==> config.mk <==
export PLATFORM = sky130hd
export DESIGN_NAME = sdram_cmd_seq
export DESIGN_NICKNAME = d
export VERILOG_FILES = /design/src/rtl/sdseq_pkg.sv /design/src/rtl/sdseq_cfg_regs.sv /design/src/rtl/sdseq_rfsh_timer.sv /design/src/rtl/sdseq_cmd_engine.sv /design/src/rtl/sdram_cmd_seq.sv
export SDC_FILE = /design/constraint.sdc
export NUM_CORES = 1
export LEC_CHECK = 0
export ABC_AREA = 1
export CELL_PAD_IN_SITES_DETAIL_PLACEMENT = 0
export CELL_PAD_IN_SITES_GLOBAL_PLACEMENT = 2
export CORE_MARGIN = 8
export CORE_UTILIZATION = 35
export DETAILED_ROUTE_END_ITERATION = 16
export DONT_BUFFER_PORTS = 1
export PLACE_DENSITY_LB_ADDON = 0.05
export RECOVER_POWER = 100
export SETUP_SLACK_MARGIN = 0.4
export SLEW_MARGIN = 30
export SYNTH_ARGS = -nofsm -noshare
export SYNTH_HDL_FRONTEND = slang
export SYNTH_SLANG_ARGS = --single-unit
==> constraint.sdc <==
create_clock -name clk -period 2 [get_ports clk]
set_input_delay 0.4 -clock clk [delete_from_list [all_inputs] [get_ports clk]]
set_output_delay 0.4 -clock clk [all_outputs]
set_load 0.1 [all_outputs]
==> src/rtl/sdseq_pkg.sv <==
package sdseq_pkg;
  localparam int TF_W         = 4;  // width of one recovery field
  localparam int CMD_OP_W     = 3;
  localparam int CMD_TGT_MSB  = 4;  // device 0 select; device g at bit 4-g
  localparam int CMD_NREF_LSB = 5;
  localparam int CMD_MODE_LSB = 9;

  localparam logic [1:0] SEL_CMD     = 2'd0;
  localparam logic [1:0] SEL_TIMING  = 2'd1;
  localparam logic [1:0] SEL_REFRESH = 2'd2;

  typedef enum logic [2:0] {
    OP_NORMAL = 3'd0,
    OP_CLKEN  = 3'd1,
    OP_PREALL = 3'd2,
    OP_AREF   = 3'd3,
    OP_LMR    = 3'd4,
    OP_SREF   = 3'd5,
    OP_PDOWN  = 3'd6,
    OP_RSVD   = 3'd7
  } op_e;

  // field order follows the register layout (MSB first)
  typedef struct packed {
    logic [TF_W-1:0] t_rcd;
    logic [TF_W-1:0] t_rp;
    logic [TF_W-1:0] t_wr;
    logic [TF_W-1:0] t_rc;
    logic [TF_W-1:0] t_ras;
    logic [TF_W-1:0] t_xsr;
    logic [TF_W-1:0] t_mrd;
  } timing_t;

  typedef struct packed {
    logic ras_n;
    logic cas_n;
    logic we_n;
  } pin_cmd_t;

  localparam pin_cmd_t PC_NOP = pin_cmd_t'(3'b111);
  localparam pin_cmd_t PC_PRE = pin_cmd_t'(3'b010);
  localparam pin_cmd_t PC_REF = pin_cmd_t'(3'b001);
  localparam pin_cmd_t PC_MRS = pin_cmd_t'(3'b000);
endpackage

==> src/rtl/sdseq_cfg_regs.sv <==
module sdseq_cfg_regs
  import sdseq_pkg::*;
#(
  parameter int N_DEV     = 2,
  parameter int NREF_W    = 4,
  parameter int MODE_W    = 13,
  parameter int RLD_W     = 14,
  parameter int RLD_RESET = 8196,
  parameter int DATA_W    = 32
) (
  input  logic              clk,
  input  logic              rst_n,
  input  logic              wr_en,
  input  logic [1:0]        wr_sel,
  input  logic [DATA_W-1:0] wr_data,
  output logic              cmd_wr,
  output op_e               cmd_op,
  output logic [N_DEV-1:0]  cmd_tgt,
  output logic [NREF_W-1:0] cmd_nref,
  output logic [MODE_W-1:0] cmd_mode,
  output timing_t           tim,
  output logic              rld_wr,
  output logic [RLD_W-1:0]  rld_new,
  output logic [RLD_W-1:0]  rld
);
  localparam int TIM_W = $bits(timing_t);
  localparam timing_t TIM_RESET = '1;

  // command word decode
  assign cmd_wr   = wr_en && (wr_sel == SEL_CMD);
  assign cmd_op   = op_e'(wr_data[CMD_OP_W-1:0]);
  assign cmd_nref = wr_data[CMD_NREF_LSB +: NREF_W];
  assign cmd_mode = wr_data[CMD_MODE_LSB +: MODE_W];

  generate
    for (genvar g = 0; g < N_DEV; g++) begin : g_tgt
      assign cmd_tgt[g] = wr_data[CMD_TGT_MSB-g];
    end
  endgenerate

  // refresh reload value sits from bit 1 upward
  assign rld_wr  = wr_en && (wr_sel == SEL_REFRESH);
  assign rld_new = wr_data[1 +: RLD_W];

  always_ff @(posedge clk) begin
    if (!rst_n) begin
      tim <= TIM_RESET;
      rld <= RLD_W'(RLD_RESET);
    end else begin
      if (wr_en && (wr_sel == SEL_TIMING)) tim <= timing_t'(wr_data[TIM_W-1:0]);
      if (rld_wr) rld <= rld_new;
    end
  end

  logic unused_hi;
  assign unused_hi = ^wr_data[DATA_W-1:TIM_W];
endmodule

==> src/rtl/sdseq_rfsh_timer.sv <==
module sdseq_rfsh_timer #(
  parameter int RLD_W = 14
) (
  input  logic             clk,
  input  logic             rst_n,
  input  logic             normal_mode,
  input  logic             restart,
  input  logic             rld_wr,
  input  logic [RLD_W-1:0] rld_new,
  input  logic [RLD_W-1:0] rld,
  input  logic             ack,
  output logic             pend
);
  logic [RLD_W-1:0] cnt_q;
  logic             fire;

  assign fire = normal_mode && !restart && !rld_wr && (cnt_q == '0);

  always_ff @(posedge clk) begin
    if (!rst_n) begin
      cnt_q <= '0;
      pend  <= 1'b0;
    end else begin
      if (rld_wr)                         cnt_q <= rld_new;
      else if (restart || !normal_mode)   cnt_q <= rld;
      else if (cnt_q == '0)               cnt_q <= rld;
      else                                cnt_q <= cnt_q - 1'b1;
      pend <= normal_mode && (fire || (pend && !ack));
    end
  end

  AST_PEND_NEEDS_NORMAL: assert property (@(posedge clk) disable iff (!rst_n)
    $rose(pend) |-> $past(normal_mode));
  AST_PEND_DROPS_OFF: assert property (@(posedge clk) disable iff (!rst_n)
    !normal_mode |=> !pend);
endmodule

==> src/rtl/sdseq_cmd_engine.sv <==
module sdseq_cmd_engine
  import sdseq_pkg::*;
#(
  parameter int N_DEV  = 2,
  parameter int ADDR_W = 13,
  parameter int NREF_W = 4
) (
  input  logic              clk,
  input  logic              rst_n,
  input  logic              cmd_wr,
  input  op_e               cmd_op,
  input  logic [N_DEV-1:0]  cmd_tgt,
  input  logic [NREF_W-1:0] cmd_nref,
  input  logic [ADDR_W-1:0] cmd_mode,
  input  timing_t           tim,
  input  logic              rfsh_pend,
  output logic              rfsh_ack,
  output logic              restart,
  output logic              active,
  output logic              normal_mode,
  output logic [N_DEV-1:0]  cke,
  output logic [N_DEV-1:0]  cs_n,
  output logic              ras_n,
  output logic              cas_n,
  output logic              we_n,
  output logic [ADDR_W-1:0] addr
);
  localparam int A10 = 10;

  logic              active_q, active_d;
  logic [TF_W-1:0]   wait_q, wait_d;
  logic [NREF_W-1:0] rep_q, rep_d;
  logic [N_DEV-1:0]  rep_tg_q, rep_tg_d;
  logic [N_DEV-1:0]  cke_q, cke_d;
  logic [N_DEV-1:0]  sr_q, sr_d;
  logic              norm_q, norm_d;
  logic [N_DEV-1:0]  norm_tg_q, norm_tg_d;
  pin_cmd_t          pc_q, pc_d;
  logic [N_DEV-1:0]  sel_d;
  logic [N_DEV-1:0]  cs_n_q;
  logic [ADDR_W-1:0] addr_q, addr_d;

  always_comb begin
    active_d  = active_q;
    wait_d    = wait_q;
    rep_d     = rep_q;
    rep_tg_d  = rep_tg_q;
    cke_d     = cke_q;
    sr_d      = sr_q;
    norm_d    = norm_q;
    norm_tg_d = norm_tg_q;
    pc_d      = PC_NOP;
    sel_d     = '0;
    addr_d    = '0;
    rfsh_ack  = 1'b0;
    restart   = 1'b0;
    if (active_q) begin
      // recovery countdown, then further refresh pulses if any remain
      if (wait_q != '0) begin
        wait_d = wait_q - 1'b1;
      end else if (rep_q != '0) begin
        rep_d  = rep_q - 1'b1;
        pc_d   = PC_REF;
        sel_d  = rep_tg_q;
        wait_d = tim.t_rc;
      end else begin
        active_d = 1'b0;
      end
    end else if (rfsh_pend) begin
      // timer refresh wins over a software write in the same cycle
      rfsh_ack = 1'b1;
      active_d = 1'b1;
      pc_d     = PC_REF;
      sel_d    = norm_tg_q;
      wait_d   = tim.t_rc;
      rep_d    = '0;
    end else if (cmd_wr) begin
      active_d = 1'b1;
      wait_d   = '0;
      rep_d    = '0;
      norm_d   = (cmd_op == OP_NORMAL);
      case (cmd_op)
        OP_NORMAL: begin
          cke_d     = cke_q | cmd_tgt;
          sr_d      = sr_q & ~cmd_tgt;
          norm_tg_d = cmd_tgt;
          restart   = 1'b1;
          if (|(sr_q & cmd_tgt)) wait_d = tim.t_xsr;
        end
        OP_CLKEN: cke_d = cke_q | cmd_tgt;
        OP_PREALL: begin
          pc_d        = PC_PRE;
          sel_d       = cmd_tgt;
          addr_d[A10] = 1'b1;
          wait_d      = tim.t_rp;
        end
        OP_AREF: begin
          pc_d     = PC_REF;
          sel_d    = cmd_tgt;
          wait_d   = tim.t_rc;
          rep_d    = cmd_nref;
          rep_tg_d = cmd_tgt;
        end
        OP_LMR: begin
          pc_d   = PC_MRS;
          sel_d  = cmd_tgt;
          addr_d = cmd_mode;
          wait_d = tim.t_mrd;
        end
        OP_SREF: begin
          pc_d   = PC_REF;
          sel_d  = cmd_tgt;
          cke_d  = cke_q & ~cmd_tgt;
          sr_d   = sr_q | cmd_tgt;
          wait_d = tim.t_ras;
        end
        OP_PDOWN: cke_d = cke_q & ~cmd_tgt;
        default: ;
      endcase
    end
  end

  always_ff @(posedge clk) begin
    if (!rst_n) begin
      active_q  <= 1'b0;
      wait_q    <= '0;
      rep_q     <= '0;
      rep_tg_q  <= '0;
      cke_q     <= '0;
      sr_q      <= '0;
      norm_q    <= 1'b0;
      norm_tg_q <= '0;
      pc_q      <= PC_NOP;
      cs_n_q    <= '1;
      addr_q    <= '0;
    end else begin
      active_q  <= active_d;
      wait_q    <= wait_d;
      rep_q     <= rep_d;
      rep_tg_q  <= rep_tg_d;
      cke_q     <= cke_d;
      sr_q      <= sr_d;
      norm_q    <= norm_d;
      norm_tg_q <= norm_tg_d;
      pc_q      <= pc_d;
      cs_n_q    <= ~sel_d;
      addr_q    <= addr_d;
    end
  end

  assign active      = active_q;
  assign normal_mode = norm_q;
  assign cke         = cke_q;
  assign cs_n        = cs_n_q;
  assign ras_n       = pc_q.ras_n;
  assign cas_n       = pc_q.cas_n;
  assign we_n        = pc_q.we_n;
  assign addr        = addr_q;

  logic unused_tim;
  assign unused_tim = ^{tim.t_wr, tim.t_rcd};

  AST_IDLE_NO_SELECT: assert property (@(posedge clk) disable iff (!rst_n)
    !active_q |-> (&cs_n_q));
  AST_CKE_AT_ACCEPT: assert property (@(posedge clk) disable iff (!rst_n)
    !$stable(cke_q) |-> $rose(active_q));
  AST_PREALL_A10: assert property (@(posedge clk) disable iff (!rst_n)
    ((pc_q == PC_PRE) && !(&cs_n_q)) |-> addr_q[A10]);
  AST_BUSY_WRITE_DROPPED: assert property (@(posedge clk) disable iff (!rst_n)
    (active_q && cmd_wr) |=> ($stable(cke_q) && $stable(norm_q)));
endmodule

==> src/rtl/sdram_cmd_seq.sv <==
module sdram_cmd_seq
  import sdseq_pkg::*;
#(
  parameter int N_DEV     = 2,
  parameter int ADDR_W    = 13,
  parameter int BA_W      = 2,
  parameter int NREF_W    = 4,
  parameter int RLD_W     = 14,
  parameter int RLD_RESET = 8196,
  parameter int DATA_W    = 32
) (
  input  logic              clk,
  input  logic              rst_n,
  input  logic              wr_en,
  input  logic [1:0]        wr_sel,
  input  logic [DATA_W-1:0] wr_data,
  output logic              busy,
  output logic [N_DEV-1:0]  sd_cke,
  output logic [N_DEV-1:0]  sd_cs_n,
  output logic              sd_ras_n,
  output logic              sd_cas_n,
  output logic              sd_we_n,
  output logic [ADDR_W-1:0] sd_addr,
  output logic [BA_W-1:0]   sd_ba
);
  logic              cmd_wr;
  op_e               cmd_op;
  logic [N_DEV-1:0]  cmd_tgt;
  logic [NREF_W-1:0] cmd_nref;
  logic [ADDR_W-1:0] cmd_mode;
  timing_t           tim;
  logic              rld_wr;
  logic [RLD_W-1:0]  rld_new, rld;
  logic              pend, ack, restart, active, normal_mode;

  sdseq_cfg_regs #(
    .N_DEV(N_DEV), .NREF_W(NREF_W), .MODE_W(ADDR_W),
    .RLD_W(RLD_W), .RLD_RESET(RLD_RESET), .DATA_W(DATA_W)
  ) u_cfg (
    .clk(clk), .rst_n(rst_n), .wr_en(wr_en), .wr_sel(wr_sel), .wr_data(wr_data),
    .cmd_wr(cmd_wr), .cmd_op(cmd_op), .cmd_tgt(cmd_tgt), .cmd_nref(cmd_nref),
    .cmd_mode(cmd_mode), .tim(tim), .rld_wr(rld_wr), .rld_new(rld_new), .rld(rld)
  );

  sdseq_rfsh_timer #(.RLD_W(RLD_W)) u_timer (
    .clk(clk), .rst_n(rst_n), .normal_mode(normal_mode), .restart(restart),
    .rld_wr(rld_wr), .rld_new(rld_new), .rld(rld), .ack(ack), .pend(pend)
  );

  sdseq_cmd_engine #(.N_DEV(N_DEV), .ADDR_W(ADDR_W), .NREF_W(NREF_W)) u_engine (
    .clk(clk), .rst_n(rst_n), .cmd_wr(cmd_wr), .cmd_op(cmd_op), .cmd_tgt(cmd_tgt),
    .cmd_nref(cmd_nref), .cmd_mode(cmd_mode), .tim(tim), .rfsh_pend(pend),
    .rfsh_ack(ack), .restart(restart), .active(active), .normal_mode(normal_mode),
    .cke(sd_cke), .cs_n(sd_cs_n), .ras_n(sd_ras_n), .cas_n(sd_cas_n),
    .we_n(sd_we_n), .addr(sd_addr)
  );

  assign busy  = active | pend;
  assign sd_ba = '0;

  AST_BUSY_ON_ACCEPT: assert property (@(posedge clk) disable iff (!rst_n)
    (!busy && cmd_wr) |=> busy);
endmodule

# ---- Word level (Yosys, flattened, before mapping)
# Cells that the tools add are included.
dict set report classes {
  add_sub_neg 3
  n_eq_ne 11
  mux 42
  n_bitwise 13
  reduce_logical 36
}
# cell n
set op_table {}
lappend op_table {{two-way mux 4 bit} 12}
lappend op_table {{two-way mux 14 bit} 3}
lappend op_table {{one-hot mux 4 bit (5 select lines)} 1}
lappend op_table {{AND reduction 4 bit} 4}
lappend op_table {{two-way mux 3 bit} 5}
lappend op_table {{zero test 14 bit} 1}
lappend op_table {{subtractor 14 x 1 -> 14 bit, second input constant} 1}
lappend op_table {{two-way mux 2 bit} 6}
lappend op_table {{two-way mux 1 bit} 11}
lappend op_table {{== test 3 bit, second input constant} 3}
lappend op_table {{one-hot mux 3 bit (3 select lines)} 1}
lappend op_table {{logical AND 1 bit} 8}
lappend op_table {{one-hot mux 2 bit (2 select lines)} 2}
lappend op_table {{nonzero test 4 bit} 2}
lappend op_table {{OR reduction 2 bit} 4}
lappend op_table {{OR reduction 4 bit} 2}
lappend op_table {{subtractor 4 x 1 -> 4 bit, second input constant} 2}
lappend op_table {{AND 2 bit} 3}
lappend op_table {{== test 3 x 2 -> 1 bit, second input constant} 2}
lappend op_table {{AND reduction 3 bit} 2}
lappend op_table {{inverter 1 bit} 5}
lappend op_table {{OR reduction 5 bit} 1}
lappend op_table {{zero test 1 bit} 4}
lappend op_table {{!= test 2 bit, second input constant} 2}
lappend op_table {{14 further kinds} 18}
dict set report word_totals {
  regBits 85
  wordCells 127
}

# ---- Logic depth before layout (Yosys ltp)
# Gate-level depths: netlist of the first run.
dict set report depth {
  depth_word 11
  mapped_depth 12
}

# ---- By module
# From an unflattened synthesis of the first run, not the netlist that was laid out.
dict set report hier_totals {
  cells_unflattened 742
  hier_area_um2 5062.4
}
# module instances cells_per_inst area_per_inst_um2 seq_area_each_um2
set modules_own_cells {}
lappend modules_own_cells {sdseq_cfg_regs 1 256 1979.4 840.8}
lappend modules_own_cells {sdseq_cmd_engine 1 290 1948.1 720.7}
lappend modules_own_cells {sdseq_rfsh_timer 1 190 1104.8 300.3}
lappend modules_own_cells {sdram_cmd_seq 1 6 30.0 0.0}

# ---- Least setup slack after synthesis of the first run
# Ideal clock, no wire load.
dict set report synth_timing {
  path_kind {register -> register}
  startpoint {register u_timer.pend}
  endpoint {register u_timer.cnt_q[13]}
  setup_ns 0.126
  arrival_ns 1.436
  setup_slack_ns 0.438
  stages_incl_launch_ff 12
  path_buffers 0
  synth_period_minus_slack_ns 1.562
  cell_sequence {dfxtp_1 -> nor2_4 -> inv_4 -> nor2_8 -> nand2_8 -> nand2_8 -> inv_6 -> nand2_8 -> nand2_2 -> nand2_1 -> nor2_1 -> nor2_2}
}
dict set report synth_between {
  elab_chain_cells 5
}
# element line_no
set synth_lines {}
lappend synth_lines {{start, declared} sdseq_rfsh_timer.sv:12} ;# output logic pend
lappend synth_lines {{start signal, assigned} sdseq_rfsh_timer.sv:28} ;# pend <= normal_mode && (fire || (pend && !ack));
lappend synth_lines {{two-way mux 1 bit} sdseq_cmd_engine.sv:69} ;# end else if (rfsh_pend) begin
lappend synth_lines {{two-way mux 1 bit} sdseq_cmd_engine.sv:57} ;# if (active_q) begin
lappend synth_lines {{logical OR 1 bit} sdseq_rfsh_timer.sv:25} ;# else if (restart || !normal_mode) cnt_q <= rld;
lappend synth_lines {{two-way mux 14 bit} sdseq_rfsh_timer.sv:25}
lappend synth_lines {{two-way mux 14 bit} sdseq_rfsh_timer.sv:24} ;# if (rld_wr) cnt_q <= rld_new;
lappend synth_lines {{end signal, assigned} sdseq_rfsh_timer.sv:24}
lappend synth_lines {{end signal, assigned} sdseq_rfsh_timer.sv:25}
lappend synth_lines {{end signal, assigned} sdseq_rfsh_timer.sv:26} ;# else if (cnt_q == '0) cnt_q <= rld;
lappend synth_lines {{end, declared} sdseq_rfsh_timer.sv:14} ;# logic [RLD_W-1:0] cnt_q;
# Every way passes these cells.
# A chain may end at the register's enable or synchronous reset.

# ---- Worst setup path in the final report of the first run
dict set report layout_timing {
  startpoint {register u_timer.pend}
  endpoint {output busy}
}
dict set report layout_between {
  elab_chain_cells 1
}
# element line_no
set layout_lines {}
lappend layout_lines {{OR 1 bit} sdram_cmd_seq.sv:58} ;# assign busy = active | pend;
lappend layout_lines {{end, declared} sdram_cmd_seq.sv:17} ;# output logic busy,
# Every way passes these cells.

==> results of run 1 <==
cell usage after synthesis, drive strengths merged (3+ instances only):
master / n
nand3: 35
o211ai: 19
ha: 3
xor2: 6
o21ai: 42
clkbuf: 6
a211oi: 4
nor3: 4
o31ai: 3
a21oi: 31
a31oi: 3
dfxtp: 85
buf: 11
nand2: 132
nor2: 77
inv: 81
o22ai: 3
state kept, by name, summed over array words and instances (netlist names), 2 cells and up, named ones only:
| name | flops |
|---|---|
| u_engine.rep_tg_q | 2 |
| u_engine.cs_n | 2 |
| u_engine.norm_tg_q | 2 |
| u_cfg.rld | 14 |
| u_engine.addr | 13 |
| u_timer.cnt_q | 14 |
| u_cfg.tim | 20 |
| u_engine.wait_q | 4 |
| u_engine.rep_q | 4 |
power breakdown:
group | switching [uW] | internal, uW | total, uW
clock network | 680 | 903 | 1580
logic | 411 | 200 | 611
registers | 41.1 | 1760 | 1800
total | 1130 | 2860 | 4000
layout by cell type (no fill, tap or decap), types with 2 or more instances in the layout:
| master | synthesis | routed |
|---|---|---|
| buf_12 | 0 | 2 |
| inv_2 | 2 | 3 |
| nand3_1 | 35 | 32 |
| clkbuf_8 | 0 | 2 |
| a211oi_1 | 4 | 4 |
| nand2_4 | 1 | 2 |
| o21ai_1 | 4 | 4 |
| o211ai_1 | 19 | 19 |
| o21ai_0 | 37 | 36 |
| a31oi_1 | 2 | 2 |
| nor3_4 | 1 | 2 |
| clkbuf_1 | 6 | 5 |
| dfxtp_1 | 85 | 83 |
| conb_1 | 1 | 2 |
| clkbuf_2 | 0 | 21 |
| clkinv_2 | 0 | 3 |
| o22ai_1 | 3 | 3 |
| ha_1 | 3 | 2 |
| a21oi_1 | 31 | 31 |
| buf_4 | 2 | 9 |
| nand2_1 | 126 | 126 |
| nor3_1 | 3 | 2 |
| nand3_4 | 0 | 2 |
| clkbuf_4 | 0 | 2 |
| xor2_1 | 6 | 6 |
| clkbuf_16 | 0 | 9 |
| o31ai_1 | 3 | 3 |
| nand2_2 | 2 | 2 |
| nand2_8 | 3 | 3 |
| nor2_2 | 2 | 8 |
| inv_1 | 77 | 76 |
| nor2_1 | 71 | 67 |
cells by family after synthesis:
logic type,after synthesis,synth area share (%)
and+or+nand+nor,251,28.6
AOI/OAI and AO/OA,109,16.1
buffers and inverters,99,10.1
DFF,85,42.7
xor gates and xnor gates,7,1.54
adders and majority gates,3,0.943
other,1,0.0942
layer usage:
layer | share of wire (%) | wire length (microns) | global-route usage, % | vias to the layer above
met5 | 0 | 0 | 0 | -
met4 | 1.9 | 206 | 7.08 | 0
met3 | 4.3 | 477 | 3.17 | 12
met2 | 49 | 5480 | 26.5 | 58
met1 | 45 | 4980 | 18.8 | 1570
li1 | - | - | - | 1852
worst paths after layout:
kind / start / endpoint / cells after the start
worst max-delay path: u_timer.pend$_SDFF_PN0_ / busy / 3
worst min-delay path: rst_n / u_cfg.rld[2]$_SDFFE_PN1P_ / 1
worst max register to register: u_timer.pend$_SDFF_PN0_ / u_timer.cnt_q[9]$_SDFF_PN0_ / 9
worst min register to register: u_cfg.rld[13]$_SDFFE_PN1P_ / u_cfg.rld[13]$_SDFFE_PN1P_ / 2
per-stage QoR:
| stage | setup WS [ns] | total power [uW] | cells |
|---|---|---|---|
| finish | 0.263 | 4000 | 738 |
| global route | 0.206 | 4200 | 738 |
| CTS | 0.377 | 4030 | 733 |
| detailed placement | 0.248 | 2410 | 714 |
| floorplan | 0.438 | 2280 | 556 |
| global placement | 0.249 | 2400 | 714 |
what timing repair did:
item,in CTS,in global routing
pin swaps,2,7
buffers inserted,3,4
hold endpoints to repair,0,0
gates cloned,0,1
setup endpoints to repair,17,23
gates resized for setup,7,22
hold buffers,0,0
area by class of cell:
| class | count | area, sq um |
|---|---|---|
| clock buffers | 12 | 256 |
| multi-input cells | 373 | 1960 |
| well taps | 143 | 179 |
| flip-flops and latches | 85 | 1710 |
| clock inverters | 4 | 22.5 |
| inverters | 82 | 315 |
| fillers | 1190 | 6580 |
| repair buffers | 39 | 248 |
critical path, cell delays in order (launching register included):
cell and delay, ns:
dfxtp_1 0.33, nor2_1 0.09, inv_4 0.12, buf_2 0.45
==> results.toml, run 1 <==
[power_and_ir_drop]
powerDensity_nw_per_um2 = 852
cellLeakagePower_uw = 0.00218
vdd_drop_max_v = 0.000374

[worst_setup_path]
worst-r2r-setup-slack_ns = 0.38
worst_ep_arrival_time_ns = 1.34
critPathLaunchType = "flop"
critical_path.endpoint_type = "output port"
crit_required_ns = 1.60
critical_path_peak_fanout = 5
worst-setup-path-type = "flop to output port"

[clock_tree]
cts_inserted_buffers = 9
cts-htree-levels = 3
worst_setup_hold_path_clk_slew_ns = 0.06
worst_skew_pair.late_latency_ns = 0.35
cts_num_sinks = 85
cts-root-to-sink-buffers = 2
tritoncts = "built"
root_buffer = "clkbuf_16"

[route]
detail_route.vias_per_cell = 4.73
detailedRoute.firstPassIterationCount = 4
route.vias.total = 3492
drt_iter0_markers = 162
route.detailed.drc = 0
route.detailed.wl_per_inst_microns = 15.1
drt.antenna.violating_nets = 0
finalWirelength_microns = 11100

[synthesis]
ys_warn_count = 0
post_synth_main_area_contributors = "dfxtp_1, nand2_1, inv_1"
postSynth.asyncResetShare_pct = 0
netlist_cell_types = 43
synth.cell_area_sq_um = 3980
share_of_the_synthesized_area_in_the_top_cell_type_pct = 42.7
yosys_register_bits = 85
synth_enable_flop_cells = 0
synth_top_cell_by_area = "dfxtp_1"
synth.avg_cell_area_sq_um = 7.18
synth_cells = 555
ys_dominant_reg_cell = "dfxtp_1"
yosysSeqAreaShare_pct = 42.7

[place]
numPortBuffers = 0
gp_congestion = 0.793
placed_area_sq_um = 4330
place_hpwl_microns = 8110

[job]
drv_cap = 0

[global_route]
grt_first_pass_wirelength_microns = 17700
grt_start_max_net_pins = 45
track_usage_pct = 15.7
initial_antenna_violation_count = 0
grt.overflow.total = 0
via_count_of_the_first_global_routing_pass = 3318

[hold_path]
hold_path_class = "input port to flop"

[timing]
hold_viol = 0
timing.clock.skew_ns = 0.00484
fin_setup_tns_ns = 0
unrepaired_setup_endpoints_after_global_routing = "true"
period_minus_slack_ns = 1.74
timing.hold.ws_ns = 0.144
slew_limit_headroom_pct = 52.6
final.period_utilization_pct = 86.9
setup_violations = 0
fmaxAchievable_mhz = 576
slew_violations = 0
worst_pin_slew_ns = 0.711

[floorplanning]
start_util_pct = 35.3
fp.dieArea_sq_um = 15000
die-width_microns = 123
std_cell_rows = 39
io-pin-count = 60
die_height_microns = 123
core_region_area_sq_um = 11300

[outcome]
status = "complete, no violations"

[finish]
antenna_cells_inserted = 0
syn_to_final_growth_pct = 17.7
final_net_count = 630
final_layout_size_suffix_gt1_share_pct = 14.3
fin_area_sq_um = 4690
postLayoutCoreUtil_pct = 41.6
No activity file was read; power rests on OpenSTA's default activity.
==> run 2, diff against run 1 <==
- CORE_MARGIN: 8 -> 3
==> results.toml, run 2 (synthesis gave the netlist of run 1 again) <==
[floorplanning]
core_region_area_sq_um = 11000
std_cell_rows = 38
die-width_microns = 113
fp.dieArea_sq_um = 12700
io-pin-count = 60
die_height_microns = 113
start_util_pct = 36.3

[outcome]
status = "complete, no violations"

[timing]
final.period_utilization_pct = 82.3
period_minus_slack_ns = 1.65
fmaxAchievable_mhz = 607
hold_viol = 0
unrepaired_setup_endpoints_after_global_routing = "false"
worst_pin_slew_ns = 0.711
slew_violations = 0
timing.clock.skew_ns = 0.00737
setup_violations = 0
fin_setup_tns_ns = 0
slew_limit_headroom_pct = 52.6

[route]
drt_iter0_markers = 138
route.detailed.drc = 0
finalWirelength_microns = 10800
detail_route.vias_per_cell = 4.83
route.detailed.wl_per_inst_microns = 14.8
detailedRoute.firstPassIterationCount = 4
drt.antenna.violating_nets = 0
route.vias.total = 3519

[global_route]
grt_start_max_net_pins = 45
grt_first_pass_wirelength_microns = 17800
grt.overflow.total = 0
via_count_of_the_first_global_routing_pass = 3458
track_usage_pct = 18.0
initial_antenna_violation_count = 0

[power_and_ir_drop]
total_power_uw = 4080
cellLeakagePower_uw = 0.00213
vdd_drop_max_v = 0.000456
powerDensity_nw_per_um2 = 883

[place]
numPortBuffers = 0
place_hpwl_microns = 7910
dp_cells = 711
placed_area_sq_um = 4320
gp_congestion = 0.818

[finish]
n_fill_cell = 1183
final_layout_size_suffix_gt1_share_pct = 12.2
final_cell_count_no_fill = 729
area.sequential_sq_um = 1700
multiInputGateArea_sq_um = 1950
number_of_flip_flops_under_the_largest_register_name = 20
final_common_cell = "nand2_1"
fin_area_sq_um = 4620
registers.top_by_ff_count = "u_cfg.tim"
postLayoutCoreUtil_pct = 42.0
syn_to_final_growth_pct = 16.0
layout_common_cells = "nand2_1, dfxtp_1, inv_1"
antenna_cells_inserted = 0
final_net_count = 624
biggestRegsByFlops = "u_cfg.tim (20), u_cfg.rld (14), u_timer.cnt_q (14)"

[worst_setup_path]
crit_path_cell_trace = "nor2_1 -> inv_4 -> nor2_8 -> inv_1 -> nor2_1 -> nand2_2 -> nor2_1"
critPathLaunchType = "flop"
worst-setup-path-type = "flop to flop"
critical_path.endpoint_type = "flop"
critical_path_peak_fanout = 12
timing.critical_path.mode_cell = "nor2_1"
timing.critical_path.slowest_cell_delay_ns = 0.31
crit_required_ns = 2.28
worst_ep_arrival_time_ns = 1.92
crit_path_top_delay_cell = "dfxtp_1"

[clock_tree]
tritoncts = "built"
cts-root-to-sink-buffers = 2
root_buffer = "clkbuf_16"
worst_setup_hold_path_clk_slew_ns = 0.06
cts_num_sinks = 85
cts-htree-levels = 3
cts_inserted_buffers = 9
worst_skew_pair.late_latency_ns = 0.35

[job]
drv_cap = 0

[hold_path]
hold_path_class = "input port to flop"
## run 2: critical path: cells and delay by family (launching register included)
family                 cells  cell delay (ns)
buffers and inverters      2             0.17
flip-flops                 1             0.31
AND/OR/NAND/NOR            5             1.10
## run 2: power breakdown
part,internal (uW),switching [uW]
clock network,998,680
logic,189,411
registers,1760,37.0
## run 2: metrics by stage
step / worst slack, ns / hold slack, ns
2_1_floorplan: 0.438 / 0.429
3_3_place_gp: 0.241 / 0.447
3_5_place_dp: 0.237 / 0.453
4_1_cts: 0.403 / 0.127
5_1_grt: 0.195 / 0.117
6_report: 0.353 / 0.136
## run 2: path summary, 6_finish.rpt
| kind | startpoint | endpoint | slack [ns] | depth (start not counted) |
|---|---|---|---|---|
| min reg2reg | u_cfg.tim[23]$_SDFFE_PN1P_ | u_cfg.tim[23]$_SDFFE_PN1P_ | 0.46 | 2 |
| max | u_engine.active$_SDFF_PN0_ | u_engine.addr[7]$_SDFF_PP0_ | 0.35 | 7 |
| min | rst_n | u_cfg.rld[13]$_SDFFE_PN1P_ | 0.14 | 1 |
| max reg2reg | u_engine.active$_SDFF_PN0_ | u_engine.addr[7]$_SDFF_PP0_ | 0.35 | 7 |
## run 2: area by class of cell
cell class | instances | share of cell area, %
inverter | 82 | 6.83
timing repair buffer | 34 | 3.98
tap | 140 | 3.79
sequential | 85 | 36.8
clock inverter | 4 | 1.03
clock buffer | 12 | 5.34
multi-input combinational | 372 | 42.2
## run 2: timing repair
action,in CTS,in global routing
pin swaps,1,2
cloned,0,0
gates resized for setup,8,16
setup buffers,1,1
setup endpoints to repair,23,22
hold buffers,0,0
## run 2: metal layers
metal | GRT usage (%) | vias to the layer above | part of all wire (%)
met3 | 4.31 | 12 | 4.0
met2 | 28.4 | 47 | 47
met5 | 0 | - | 0
met4 | 6.49 | 0 | 1.5
li1 | - | 1842 | -
met1 | 24.0 | 1618 | 48
